==> src/rtl/otp_guard_pkg.sv <==
package otp_guard_pkg;
  typedef enum logic [1:0] {
    PW_LOCKED = 2'd0,
    PW_HALF   = 2'd1,
    PW_OPEN   = 2'd2
  } pw_state_e;
endpackage

==> src/rtl/otp_pw_fsm.sv <==
module otp_pw_fsm #(
  parameter int unsigned REG_AW  = 8,
  parameter logic [7:0]  PW_ADDR = 8'h0F,
  parameter logic [7:0]  PW_BYTE0 = 8'hA5,
  parameter logic [7:0]  PW_BYTE1 = 8'h3C
) (
  input  logic              clk,
  input  logic              rst_n,
  input  logic              we,
  input  logic [REG_AW-1:0] addr,
  input  logic [7:0]        wdata,
  output logic              unlocked
);
  import otp_guard_pkg::*;

  pw_state_e st_q, st_d;
  logic      hit;

  assign hit = we && (addr == REG_AW'(PW_ADDR));

  always_comb begin
    st_d = st_q;
    if (hit) begin
      unique case (st_q)
        PW_LOCKED: st_d = (wdata == PW_BYTE0) ? PW_HALF : PW_LOCKED;
        PW_HALF: begin
          if (wdata == PW_BYTE1)      st_d = PW_OPEN;
          else if (wdata == PW_BYTE0) st_d = PW_HALF;
          else                        st_d = PW_LOCKED;
        end
        PW_OPEN:   st_d = (wdata == PW_BYTE0) ? PW_HALF : PW_LOCKED;
        default:   st_d = PW_LOCKED;
      endcase
    end
  end

  always_ff @(posedge clk or negedge rst_n) begin
    if (!rst_n) st_q <= PW_LOCKED;
    else        st_q <= st_d;
  end

  assign unlocked = (st_q == PW_OPEN);
endmodule

==> src/rtl/otp_addr_cap.sv <==
module otp_addr_cap #(
  parameter int unsigned MEM_BYTES = 4096
) (
  input  logic        clk,
  input  logic        rst_n,
  input  logic        start,
  input  logic        byte_vld,
  input  logic [7:0]  byte_in,
  output logic [15:0] addr,
  output logic        in_range
);
  localparam logic [16:0] LIMIT = 17'(MEM_BYTES);

  logic [7:0] lo_q, hi_q;
  logic       have_lo_q, full_q;

  always_ff @(posedge clk or negedge rst_n) begin
    if (!rst_n) begin
      lo_q      <= '0;
      hi_q      <= '0;
      have_lo_q <= 1'b0;
      full_q    <= 1'b0;
    end else if (start) begin
      have_lo_q <= 1'b0;
      full_q    <= 1'b0;
    end else if (byte_vld && !full_q) begin
      if (!have_lo_q) begin
        lo_q      <= byte_in;
        have_lo_q <= 1'b1;
      end else begin
        hi_q   <= byte_in;
        full_q <= 1'b1;
      end
    end
  end

  assign addr     = {hi_q, lo_q};
  assign in_range = full_q && ({1'b0, hi_q, lo_q} < LIMIT);
endmodule

==> src/rtl/otp_wr_gate.sv <==
module otp_wr_gate #(
  parameter int unsigned AW = 12
) (
  input  logic          permit,
  input  logic [15:0]   addr,
  input  logic          ow_valid,
  output logic          ow_ready,
  input  logic [7:0]    ow_data,
  output logic          mw_valid,
  input  logic          mw_ready,
  output logic [AW-1:0] mw_addr,
  output logic [7:0]    mw_data
);
  assign mw_valid = ow_valid && permit;
  assign ow_ready = permit ? mw_ready : 1'b1;
  assign mw_addr  = addr[AW-1:0];
  assign mw_data  = ow_data;
endmodule

==> src/rtl/otp_guard.sv <==
module otp_guard #(
  parameter logic [7:0]  PW_ADDR   = 8'h0F,
  parameter logic [7:0]  PW_BYTE0  = 8'hA5,
  parameter logic [7:0]  PW_BYTE1  = 8'h3C,
  parameter int unsigned MEM_BYTES = 4096,
  localparam int unsigned AW       = $clog2(MEM_BYTES)
) (
  input  logic          clk,
  input  logic          rst_n,
  input  logic          cfg_we,
  input  logic [7:0]    cfg_addr,
  input  logic [7:0]    cfg_wdata,
  input  logic          otp_start,
  input  logic          oa_valid,
  input  logic [7:0]    oa_byte,
  input  logic          ow_valid,
  output logic          ow_ready,
  input  logic [7:0]    ow_data,
  output logic          mw_valid,
  input  logic          mw_ready,
  output logic [AW-1:0] mw_addr,
  output logic [7:0]    mw_data,
  output logic          prog_en,
  output logic          rd_zero
);
  logic [15:0] addr;
  logic        in_range;

  otp_pw_fsm #(
    .REG_AW(8), .PW_ADDR(PW_ADDR), .PW_BYTE0(PW_BYTE0), .PW_BYTE1(PW_BYTE1)
  ) pw_i (
    .clk(clk), .rst_n(rst_n), .we(cfg_we), .addr(cfg_addr),
    .wdata(cfg_wdata), .unlocked(prog_en)
  );

  otp_addr_cap #(.MEM_BYTES(MEM_BYTES)) adr_i (
    .clk(clk), .rst_n(rst_n), .start(otp_start), .byte_vld(oa_valid),
    .byte_in(oa_byte), .addr(addr), .in_range(in_range)
  );

  otp_wr_gate #(.AW(AW)) gate_i (
    .permit(prog_en && in_range), .addr(addr),
    .ow_valid(ow_valid), .ow_ready(ow_ready), .ow_data(ow_data),
    .mw_valid(mw_valid), .mw_ready(mw_ready), .mw_addr(mw_addr),
    .mw_data(mw_data)
  );

  assign rd_zero = !in_range;
endmodule

==> config.mk <==
export PLATFORM = sky130hd
export DESIGN_NAME = otp_guard
export DESIGN_NICKNAME = d
export VERILOG_FILES = /design/src/rtl/otp_guard_pkg.sv /design/src/rtl/otp_pw_fsm.sv /design/src/rtl/otp_addr_cap.sv /design/src/rtl/otp_wr_gate.sv /design/src/rtl/otp_guard.sv
export SDC_FILE = /design/constraint.sdc
export NUM_CORES = 1
export LEC_CHECK = 0
export CORE_ASPECT_RATIO = 0.5
export CORE_MARGIN = 4
export CORE_UTILIZATION = 30
export CTS_CLUSTER_DIAMETER = 30
export DETAILED_ROUTE_END_ITERATION = 8
export DONT_BUFFER_PORTS = 1
export PLACE_DENSITY_LB_ADDON = 0.1
export REMOVE_ABC_BUFFERS = 1
export SETUP_SLACK_MARGIN = 0.05
export SLEW_MARGIN = 20
export SYNTH_ARGS = -nofsm -noshare
export SYNTH_HDL_FRONTEND = slang
export SYNTH_SLANG_ARGS = --single-unit
==> constraint.sdc <==
create_clock -name clk -period 1.8 [get_ports clk]
set_input_delay 0.09 -clock clk [delete_from_list [all_inputs] [get_ports clk]]
set_output_delay 0.09 -clock clk [all_outputs]
set_load 0.005 [all_outputs]
* Yosys cells after proc, flatten, opt, wreduce, memory -nomap -nowiden
Index checks and enable logic that the tools add are counted.
** Storage, ports and cells
- Bits in registers :: 20
- Input port bits :: 39
** Operators by class
- Bitwise gates (word level) :: 2
- Reductions and logical operators :: 14
- $lt $le $gt $ge :: 1
- Multiplexer cells :: 9
- Equal/unequal tests :: 5
** Operator list (number)
- 16-bit by 13-bit less-than comparator with 1-bit output, second input constant :: 1
- 8-bit by 4-bit == test with 1-bit output, second input constant :: 1
- 8-bit by 6-bit == test with 1-bit output, second input constant :: 1
- 8-bit == test, second input constant :: 1
- 1-bit 2-to-1 mux :: 7
- 3-bit AND reduction :: 2
- 1-bit logical AND :: 5
- 2-bit one-hot mux with 2 select lines :: 1
- 2-bit nonzero test :: 2
- 2-bit by 1-bit == test with 1-bit output, second input constant :: 1
- 2-bit == test, second input constant :: 1
- 1-bit zero test :: 2
- 2-bit zero test :: 1
- 2-bit 2-to-1 mux :: 1
- 1-bit NOT :: 2
- 2-bit AND reduction :: 1
- 2-bit OR reduction :: 1

* Logic depth before layout (Yosys ltp)
Gate-level depths: netlist (run 1).
- Word-level depth :: 4
- Depth in mapped cells :: 3
- Depth with buffers taken out :: 3

* Modules after synthesis
Synthesis (run 1) repeated with hierarchy kept, for this count alone.
** Second synthesis, totals
- Cell total of the unflattened synthesis :: 85
- Area total of the unflattened synthesis :: 1044.8 sq um
** By module, submodules not included
- otp_addr_cap :: cells each 44, seq. area each 450.4 sq um, area an instance 708.2 sq um, times used 1
- otp_pw_fsm :: cells each 17, seq. area each 50.0 sq um, area an instance 163.9 sq um, times used 1
- otp_wr_gate :: cells each 22, seq. area each 0.0 sq um, area an instance 162.7 sq um, times used 1
- otp_guard :: cells each 2, seq. area each 0.0 sq um, area an instance 10.0 sq um, times used 1

* Least setup slack after synthesis (run 1)
OpenSTA, ideal clock, no wires.
- Path kind :: register -> register
- Start point :: reg adr_i.full_q
- End point :: reg adr_i.lo_q[0]
- Setup time :: 0.125 ns
- Stages on the path, launching flop included :: 3
- Period minus slack after synthesis :: 1.535 ns
- Setup slack :: 0.265 ns
- Arrival :: 1.410 ns
- Cells stage by stage :: dfrtp_1 > nor4b_2 > mux2_2
** Between the ends
- Word-level cells in the longest chain between the ends :: 3
** Ends and longest elaborated chain
- from (decl) :: RTL line otp_addr_cap.sv:15 : logic have_lo_q, full_q;
- from (signal assigned) :: RTL line otp_addr_cap.sv:22 : full_q <= 1'b0;
- from (signal assigned) :: RTL line otp_addr_cap.sv:25 : full_q <= 1'b0;
- from (signal assigned) :: RTL line otp_addr_cap.sv:32 : full_q <= 1'b1;
- 1-bit zero test :: RTL line otp_addr_cap.sv:26 : end else if (byte_vld && !full_q) begin
- 1-bit logical AND :: RTL line otp_addr_cap.sv:26
- 3-bit AND reduction (no line)
- to (signal assigned) :: RTL line otp_addr_cap.sv:28 : lo_q <= byte_in;
- to (decl) :: RTL line otp_addr_cap.sv:14 : logic [7:0] lo_q, hi_q;
Every way passes these cells.
A chain may end at the register's enable or synchronous reset.

* Final worst setup path (run 1)
Same ends and word-level chain as after synthesis.

==> results of run 1 <==
==> where the power goes <==
part           internal (mW)  total (mW)  switching (mW)
combinational          0.105       0.161          0.0559
clock                  0.194       0.325           0.131
sequential             0.547       0.617          0.0697
==> state kept, by name, summed over array words and instances (netlist names) <==
name and flops:
pw_i.st_q 2, adr_i.hi_q 8, adr_i.lo_q 8, adr_i.have_lo_q 1, adr_i.full_q 1
==> worst min-delay path by stage <==
| stage | from | to | slack, ps | cells after the start |
|---|---|---|---|---|
| after floorplan | rst_n | adr_i.full_q | -210 | 0 |
| after global placement | rst_n | pw_i.st_q[1] | -210 | 0 |
| final | oa_valid | adr_i.have_lo_q | 10 | 2 |
| after detailed placement | rst_n | pw_i.st_q[1] | -210 | 0 |
| after CTS | oa_valid | adr_i.have_lo_q | 9 | 2 |
| after global routing | oa_valid | adr_i.have_lo_q | 9 | 2 |
==> layout by cell type (no fill, tap or decap), types with 2 or more instances in the layout <==
master	instances
dfrtp_1	20
mux2_2	16
dlygate4sd3_1	12
nor2_1	5
o31ai_1	4
clkbuf_8	4
nand3_1	3
buf_4	3
inv_1	2
nand4_1	2
nor4bb_1	2
==> metrics by stage <==
stage	instances	setup WS (ps)	TNS [ps]	power [mW]
global placement	107	324	0	0.753
floorplan	64	-104	-831	0.719
CTS	123	241	0	1.13
global route	123	176	0	1.17
finish	123	262	0	1.10
detailed placement	107	249	0	0.764
==> layout make-up <==
class	count	area, µm²
tap	40	50.0
sequential	20	500
clock buffer	4	55.1
multi-input combinational	42	367
timing repair buffer	15	143
fill	305	2010
inverter	2	7.51
==> worst max-delay path: stages, from the launching register on <==
cell,delay [ps]
dfrtp_1,440
nor4b_2,420
buf_4,230
mux2_2,330
==> metal layers <==
| layer | share of wire | vias up | track usage |
|---|---|---|---|
| met1 | 0.40 | 288 | 0.0927 |
| met4 | 0.014 | 0 | 0.0381 |
| li1 | - | 275 | - |
| met2 | 0.47 | 44 | 0.147 |
| met3 | 0.12 | 2 | 0.0586 |
| met5 | 0 | - | 0 |
==> cells by family (layout without fill, tap and decap cells) <==
logic type	after synthesis	after routing	synth area share
AOI/OAI and AO/OA	7	7	0.0490
DFF	20	20	0.490
muxes	16	16	0.176
buffers and inverters	23	21	0.158
and+or+nand+nor	19	19	0.127
==> run_results.csv, run 1 <==
group,metric,value,unit
floorplan,core.rowCount,14,
route,wl_per_cell,15.8,µm
yosys,synth-main-ff-cell,"dfrtp_1",
route,vias,609,
power_and_ir_drop,p_leak,0.450,nW
power_and_ir_drop,p_per_area,983,nW/µm²
cells_and_area,postLayoutCellArea,1120,µm²
global_routing,grt_start_max_net_pins,21,
floorplan,pin_count,63,
cells_and_area,n_antenna_cell,0,
yosys,ys_ff_latch,20,
yosys,synth-edff-count,0,
yosys,ys_seq_area_frac,0.490,
place,hpwl,1540,µm
power_and_ir_drop,vdd.ir_drop.worst,218,µV
clock_network,clockBufferDepth,2,
sta,max_slew_margin,0.423,
floorplan,fp.dieW,90.6,µm
sta,hold_ws,11.9,ps
global_routing,overflow,0,
yosys,ys_top_cells_by_count,"buf_4 (20), dfrtp_1 (20), mux2_2 (16), nor2_1 (5), o31ai_1 (4)",
yosys,yosysWarningCount,0,
critical_path,critPathKind,"flop to flop",
clock_network,hold_buffers,12,
critical_path,setup.worst_path.end_class,"flop",
route,drcViolationCount,0,
place,gp_congestion,0.639,
critical_path,r2r-end,"adr_i.lo_q[0]",
sta,drv_slew,0,
route,drt_wl_total,1940,µm
sta,grt_setup_unrepaired,"no",
route,postRouteAntennaNets,0,
route,first_pass_iters,2,
critical_path,crit_path_start_kind,"flop",
worst_hold_path,hp-class,"input port to flop",
yosys,synth_area_leaders,"dfrtp_1 (49%), mux2_2 (18%), buf_4 (15%)",
critical_path,rr_worst_depth,3,
sta,timing.fmax,650,MHz
floorplan,die_h,49.3,µm
sta,setup-violations-final,0,
critical_path,r2r_slack,260,ps
floorplan,start_util,0.326,
clock_network,cts_setup_buffers,0,
clock_network,cts_resized,0,
sta,fin_crit,1540,ps
cells_and_area,area_growth,9.79,%
run_status,outcome,"completed",
yosys,netlist_area,1020,µm²
critical_path,endpoint,"adr_i.lo_q[0]",
clock_network,clock-sinks,20,
critical_path,crit_path_start,"adr_i.full_q",
clock_network,cts_made_buffers,3,
clock_network,insertion_delay,250,ps
yosys,syn_avg_cell_area,12.0,µm²
yosys,async_flop_share,1.00,
yosys,synthDominantCellAreaShare,0.490,
global_routing,antenna_found_initial,0,
place,placed_area,947,µm²
global_routing,first_global_vias,682,
clock_network,cts_tree,"done",
clock_network,clk_pin_slew,70,ps
yosys,synth_cells,85,
place,port_buffers,0,
run,max_cap_viol_count,0,
sta,skew,1.86,ps
sta,worst_pin_slew,863,ps
clock_network,cts_root_buf,"clkbuf_8",
sta,hold_viol,0,
yosys,synth.largest_area_cell,"dfrtp_1",
cells_and_area,fin_util,0.358,
critical_path,crit_arrival,1670,ps
sta,finalCritPeriodShare,0.854,
route,drtIter0Drc,19,
cells_and_area,layout-drive-gt1-share,0.325,
clock_network,htreeDepth,1,
yosys,synth_cell_types,19,
global_routing,track_usage,0.0904,
floorplan,design.core.area,3140,µm²
floorplan,design.die.area,4460,µm²
cells_and_area,fin_nets,123,
critical_path,required,1940,ps
critical_path,crit_fanout,6,
route,vias_per_cell,4.95,
global_routing,grt_pass1_wl,3180,µm
critical_path,r2r_start,"adr_i.full_q",
(Power assumes the default switching activity.)
==> run 2, diff against run 1 <==
==> constraint.sdc (replaced) <==
create_clock -name clk -period 1.8 [get_ports clk]
set_input_delay 0.09 -clock clk [delete_from_list [all_inputs] [get_ports clk]]
set_output_delay 0.09 -clock clk [all_outputs]
set_load 0.02 [all_outputs]
==> run_results.csv, run 2 (synthesis gave the netlist of run 1 again) <==
group,metric,value,unit
critical_path,crit_path_start,"adr_i.full_q",
clock_network,clock-sinks,20,
critical_path,critPathKind,"flop to flop",
critical_path,crit_fanout,6,
sta,skew,8.46,ps
global_routing,overflow,0,
critical_path,r2r_slack,280,ps
clock_network,insertion_delay,250,ps
critical_path,required,1930,ps
floorplan,start_util,0.326,
route,vias,623,
global_routing,first_global_vias,678,
route,drt_wl_total,1940,µm
power_and_ir_drop,p_per_area,1120,nW/µm²
critical_path,crit_arrival,1660,ps
cells_and_area,final_common_cell,"dfrtp_1",
clock_network,cts_root_buf,"clkbuf_8",
critical_path,rr_worst_depth,3,
route,first_pass_iters,3,
place,hpwl,1550,µm
critical_path,cpPeakStageDelay,440,ps
sta,grt_setup_unrepaired,"no",
cells_and_area,top_regs,"adr_i.hi_q x8, adr_i.lo_q x8, pw_i.st_q x2",
route,drtIter0Drc,12,
cells_and_area,fin_nets,125,
sta,hold_viol,0,
place,gp_congestion,0.640,
place,placed_area,955,µm²
critical_path,crit_path_start_kind,"flop",
global_routing,grt_pass1_wl,3110,µm
clock_network,cts_made_buffers,3,
critical_path,r2r-end,"adr_i.lo_q[3]",
cells_and_area,layout-drive-gt1-share,0.329,
global_routing,track_usage,0.0873,
route,wl_per_cell,15.5,µm
sta,fin_crit,1520,ps
sta,timing.fmax,656,MHz
run_status,outcome,"completed",
worst_hold_path,hp-class,"input port to flop",
floorplan,core.rowCount,14,
global_routing,antenna_found_initial,0,
clock_network,htreeDepth,1,
sta,max_slew_margin,0.422,
critical_path,r2r_start,"adr_i.full_q",
floorplan,design.core.area,3140,µm²
critical_path,crit_slowest_cell,"dfrtp_1",
critical_path,setup.worst_path.end_class,"flop",
cells_and_area,n_antenna_cell,0,
floorplan,fp.dieW,90.6,µm
critical_path,endpoint,"adr_i.lo_q[3]",
floorplan,die_h,49.3,µm
cells_and_area,area_growth,13.1,%
route,drcViolationCount,0,
global_routing,grt_start_max_net_pins,21,
run,max_cap_viol_count,0,
clock_network,clockBufferDepth,2,
cells_and_area,fin_util,0.369,
clock_network,clk_pin_slew,70,ps
cells_and_area,layout_common_cells,"dfrtp_1 (20), mux2_2 (16), dlygate4sd3_1 (13), nor2_1 (5)",
cells_and_area,postLayoutCellArea,1160,µm²
clock_network,cts_setup_buffers,0,
sta,drv_slew,0,
critical_path,cp_cell_sequence,"nor4b_2 -> buf_4 -> mux2_2",
power_and_ir_drop,p_leak,0.468,nW
clock_network,hold_buffers,13,
route,postRouteAntennaNets,0,
floorplan,design.die.area,4460,µm²
floorplan,pin_count,63,
sta,setup-violations-final,0,
route,vias_per_cell,4.98,
clock_network,cts_resized,0,
sta,worst_pin_slew,864,ps
clock_network,cts_tree,"done",
place,port_buffers,0,
sta,finalCritPeriodShare,0.847,
power_and_ir_drop,vdd.ir_drop.worst,318,µV
-- run 2: metal layers --
metal / up-vias / part of all wire / track usage
li1: 284 / - / -
met1: 289 / 0.39 / 0.0898
met2: 46 / 0.47 / 0.142
met3: 4 / 0.12 / 0.0539
met4: 0 / 0.019 / 0.0406
met5: - / 0 / 0
-- run 2: critical path, delay by kind of cell, from the launching register on --
| family | cells | cell delay, ps |
|---|---|---|
| buf+inv | 1 | 230 |
| flops | 1 | 440 |
| mux | 1 | 340 |
| simple gates | 1 | 390 |
-- run 2: how the worst min path moves through the flow --
stage / slack, ps / end / start / depth (start not counted)
2_1_floorplan: -210 / adr_i.full_q / rst_n / 0
3_3_place_gp: -210 / pw_i.st_q[1] / rst_n / 0
3_5_place_dp: -210 / pw_i.st_q[1] / rst_n / 0
4_1_cts: 40 / pw_i.st_q[1] / cfg_wdata[7] / 3
5_1_grt: 40 / pw_i.st_q[1] / cfg_wdata[7] / 3
6_report: 40 / pw_i.st_q[1] / cfg_wdata[7] / 3
-- run 2: cell type report --
class                      instances  area, µm²
inverter                           2       7.51
tap                               40       50.0
fill                             309       1980
clock buffer                       3       41.3
timing repair buffer              17        160
clock inverter                     1       30.0
sequential                        20        500
multi-input combinational         42        367
-- run 2: through the flow --
stage	hold slack (ps)	setup slack, ps	power [mW]	setup TNS [ps]	cells
4_1_cts	39.0	256	1.31	0	125
3_3_place_gp	-205	325	0.833	0	108
3_5_place_dp	-205	278	0.845	0	108
6_report	40.0	276	1.29	0	125
5_1_grt	38.1	181	1.36	0	125
2_1_floorplan	-206	-104	0.799	-831	64
-- run 2: power breakdown --
group          internal, mW  leakage [nW]  switching [mW]
Sequential            0.546         0.244           0.148
Clock                 0.296        0.0357           0.138
Combinational         0.107         0.188          0.0585
Total                 0.950         0.468           0.345
==> run 3, diff against run 2 <==
--- a/config.mk
+++ b/config.mk
@@ -5,6 +5,7 @@
 export SDC_FILE = /design/constraint.sdc
 export NUM_CORES = 1
 export LEC_CHECK = 0
+export ABC_AREA = 1
 export CORE_ASPECT_RATIO = 0.5
 export CORE_MARGIN = 4
 export CORE_UTILIZATION = 30
==> constraint.sdc (replaced) <==
create_clock -name clk -period 1.36 [get_ports clk]
set_input_delay 0.068 -clock clk [delete_from_list [all_inputs] [get_ports clk]]
set_output_delay 0.068 -clock clk [all_outputs]
set_load 0.02 [all_outputs]
==> run_results.csv, run 3 <==
group,metric,value,unit
run_status,outcome,"finished with violations",
run_status,violations,"hold timing",
sta,worst_pin_slew,922,ps
cells_and_area,instances_no_fill,177,
sta,finalCritPeriodShare,0.972,
floorplan,fp.dieW,95.0,µm
place,post-place-ws,196,ps
critical_path,crit_arrival,1250,ps
yosys,synthDominantCellAreaShare,0.441,
place,dp_cells,164,
floorplan,start_util,0.322,
yosys,synth-main-ff-cell,"dfrtp_1",
route,vias,730,
clock_network,cts_made_buffers,3,
global_routing,grt_pass1_wl,3450,µm
critical_path,setup.worst_path.end_class,"output pin",
sta,hold_ws,-3.50,ps
global_routing,first_global_vias,694,
power_and_ir_drop,swShare,0.298,
global_routing,grt_start_max_net_pins,21,
clock_network,clockBufferDepth,2,
place,port_buffers,0,
clock_network,clock-sinks,20,
route,drt_wl_total,2060,µm
critical_path,r2r-end,"adr_i.hi_q[1]",
worst_hold_path,hold_path_depth,2,
yosys,yosysWarningCount,0,
clock_network,cts_tree,"done",
clock_network,insertion_delay,250,ps
power_and_ir_drop,p_per_area,1410,nW/µm²
cells_and_area,area_growth,8.27,%
power_and_ir_drop,p_leak,0.621,nW
floorplan,pin_count,63,
place,hpwl,1570,µm
cells_and_area,fillCellCount,382,
floorplan,die_h,51.5,µm
yosys,synth_cell_types,18,
critical_path,required,1290,ps
yosys,ys_seq_area_frac,0.441,
global_routing,track_usage,0.0936,
yosys,ys_ff_latch,20,
sta,fin_crit,1320,ps
power_and_ir_drop,combPwrFrac,0.145,
worst_hold_path,min_to,"adr_i.have_lo_q",
yosys,synth_cells,132,
cells_and_area,postLayoutCellArea,1230,µm²
cells_and_area,n_antenna_cell,0,
clock_network,cts_root_buf,"clkbuf_8",
worst_hold_path,hp-start,"oa_valid",
sta,setup-violations-final,0,
global_routing,overflow,0,
clock_network,clk_pin_slew,70,ps
yosys,ys_top_cells_by_count,"nand2_1 (32), buf_4 (20), dfrtp_1 (20), inv_1 (19), o21ai_2 (16)",
global_routing,antenna_found_initial,0,
yosys,synth_area_leaders,"dfrtp_1 (44%), buf_4 (13%), o21ai_2 (12%)",
sta,timing.fmax,757,MHz
sta,drv_slew,0,
sta,hold_viol,1,
critical_path,crit_path_start,"adr_i.hi_q[6]",
floorplan,design.core.area,3530,µm²
yosys,synth-edff-count,0,
yosys,netlist_area,1130,µm²
run,max_cap_viol_count,0,
place,placed_area,1050,µm²
yosys,async_flop_share,1.00,
floorplan,design.die.area,4890,µm²
sta,grt_setup_unrepaired,"yes",
route,vias_per_cell,4.12,
sta,skew,4.74,ps
critical_path,crit_path_start_kind,"flop",
yosys,synth.most_common_cell,"nand2_1",
place,gp_congestion,0.665,
cells_and_area,layout_common_cells,"nand2_1 (31), dfrtp_1 (20), inv_1 (19), o21ai_2 (16), dlygate4sd3_1 (9)",
cells_and_area,fin_nets,166,
route,first_pass_iters,4,
critical_path,r2r_slack,240,ps
sta,max_slew_margin,0.383,
critical_path,rr_worst_depth,6,
yosys,synth.largest_area_cell,"dfrtp_1",
clock_network,htreeDepth,1,
cells_and_area,layout-drive-gt1-share,0.246,
route,postRouteAntennaNets,0,
critical_path,r2r_start,"adr_i.full_q",
critical_path,crit_fanout,2,
power_and_ir_drop,vdd.ir_drop.worst,485,µV
route,drcViolationCount,0,
clock_network,cts_setup_buffers,0,
critical_path,critPathKind,"flop to output pin",
power_and_ir_drop,seq_power_share,0.517,
sta,worst_slack,38.4,ps
route,wl_per_cell,11.6,µm
worst_hold_path,hp-class,"input port to flop",
cells_and_area,fin_util,0.348,
route,drtIter0Drc,16,
cells_and_area,final_common_cell,"nand2_1",
power_and_ir_drop,p_clk_frac,0.338,
cells_and_area,top_regs,"adr_i.hi_q x8, adr_i.lo_q x8, pw_i.st_q x2",
yosys,syn_avg_cell_area,8.60,µm²
power_and_ir_drop,switchingPower,0.515,mW
power_and_ir_drop,p_int,1.21,mW
floorplan,core.rowCount,15,
[run 3: cell types whose count changed in the layout (fill, tap and decap cells not counted), moves of 2 or more]
cell	delta
nand2_1	+31
nand2_2	+2
o21ai_2	+16
nor2_1	+2
inv_1	+17
o31ai_1	-4
nor4bb_1	-2
mux2_2	-16
dlygate4sd3_1	-4
nand2_4	+2
[run 3: kinds of logic after synthesis]
group                  synth area share
DFF                               0.441
and+or+nand+nor                   0.208
AOI/OAI and AO/OA                 0.132
buffers and inverters             0.218
[run 3: worst max path at each step]
| stage | to | slack [ps] | cells after the start |
|---|---|---|---|
| after global routing | mw_valid | -70 | 5 |
| after detailed placement | mw_valid | 200 | 4 |
| after CTS | mw_valid | -6 | 4 |
| after floorplan | mw_valid | -50 | 3 |
| after global placement | mw_valid | 210 | 4 |
| final | mw_valid | 40 | 4 |
[run 3: power by group through the flow]
stage               Clock (mW)  Sequential, mW  Combinational [mW]
floorplan                    0           0.874               0.191
detailed placement           0           0.900               0.219
global placement             0           0.896               0.213
CTS                      0.604           0.892               0.257
global route             0.642           0.910               0.293
finish                   0.584           0.893               0.251
[run 3: critical path, cell delays in order (launching register included)]
cell	delay (ps)
dfrtp_1	410
nor3_4	200
nand2_2	80
nor3b_2	160
buf_4	160
[run 3: per-layer routing]
layer	vias to the layer above	track usage	part of all wire	routed length [µm]
li1	371	-	-	-
met1	316	0.116	0.43	885
met2	41	0.145	0.46	937
met3	2	0.0448	0.10	215
met4	0	0.0287	0.0092	19
met5	-	0	0	0
[run 3: layout make-up]
cell class	count	area, µm²	share of cell area
Sequential cell	20	500	0.407
Timing Repair Buffer	12	113	0.0916
Tap cell	51	63.8	0.0519
Clock inverter	1	30.0	0.0244
Clock buffer	3	41.3	0.0336
Inverter	20	75.1	0.0611
Multi-Input combinational cell	70	405	0.330
[run 3: timing repair]
action,CTS,global route
cloned,0,0
hold buffers,10,0
pin swaps,2,3
setup endpoints to repair,1,3
resized for setup,2,2
endpoints found under the hold margin,35,0
[run 3: stage by stage]
stage          total power, mW  setup TNS, ps
2_1_floorplan             1.06          -49.1
3_3_place_gp              1.11              0
3_5_place_dp              1.12              0
4_1_cts                   1.75          -5.81
5_1_grt                   1.85          -71.1
6_report                  1.73              0
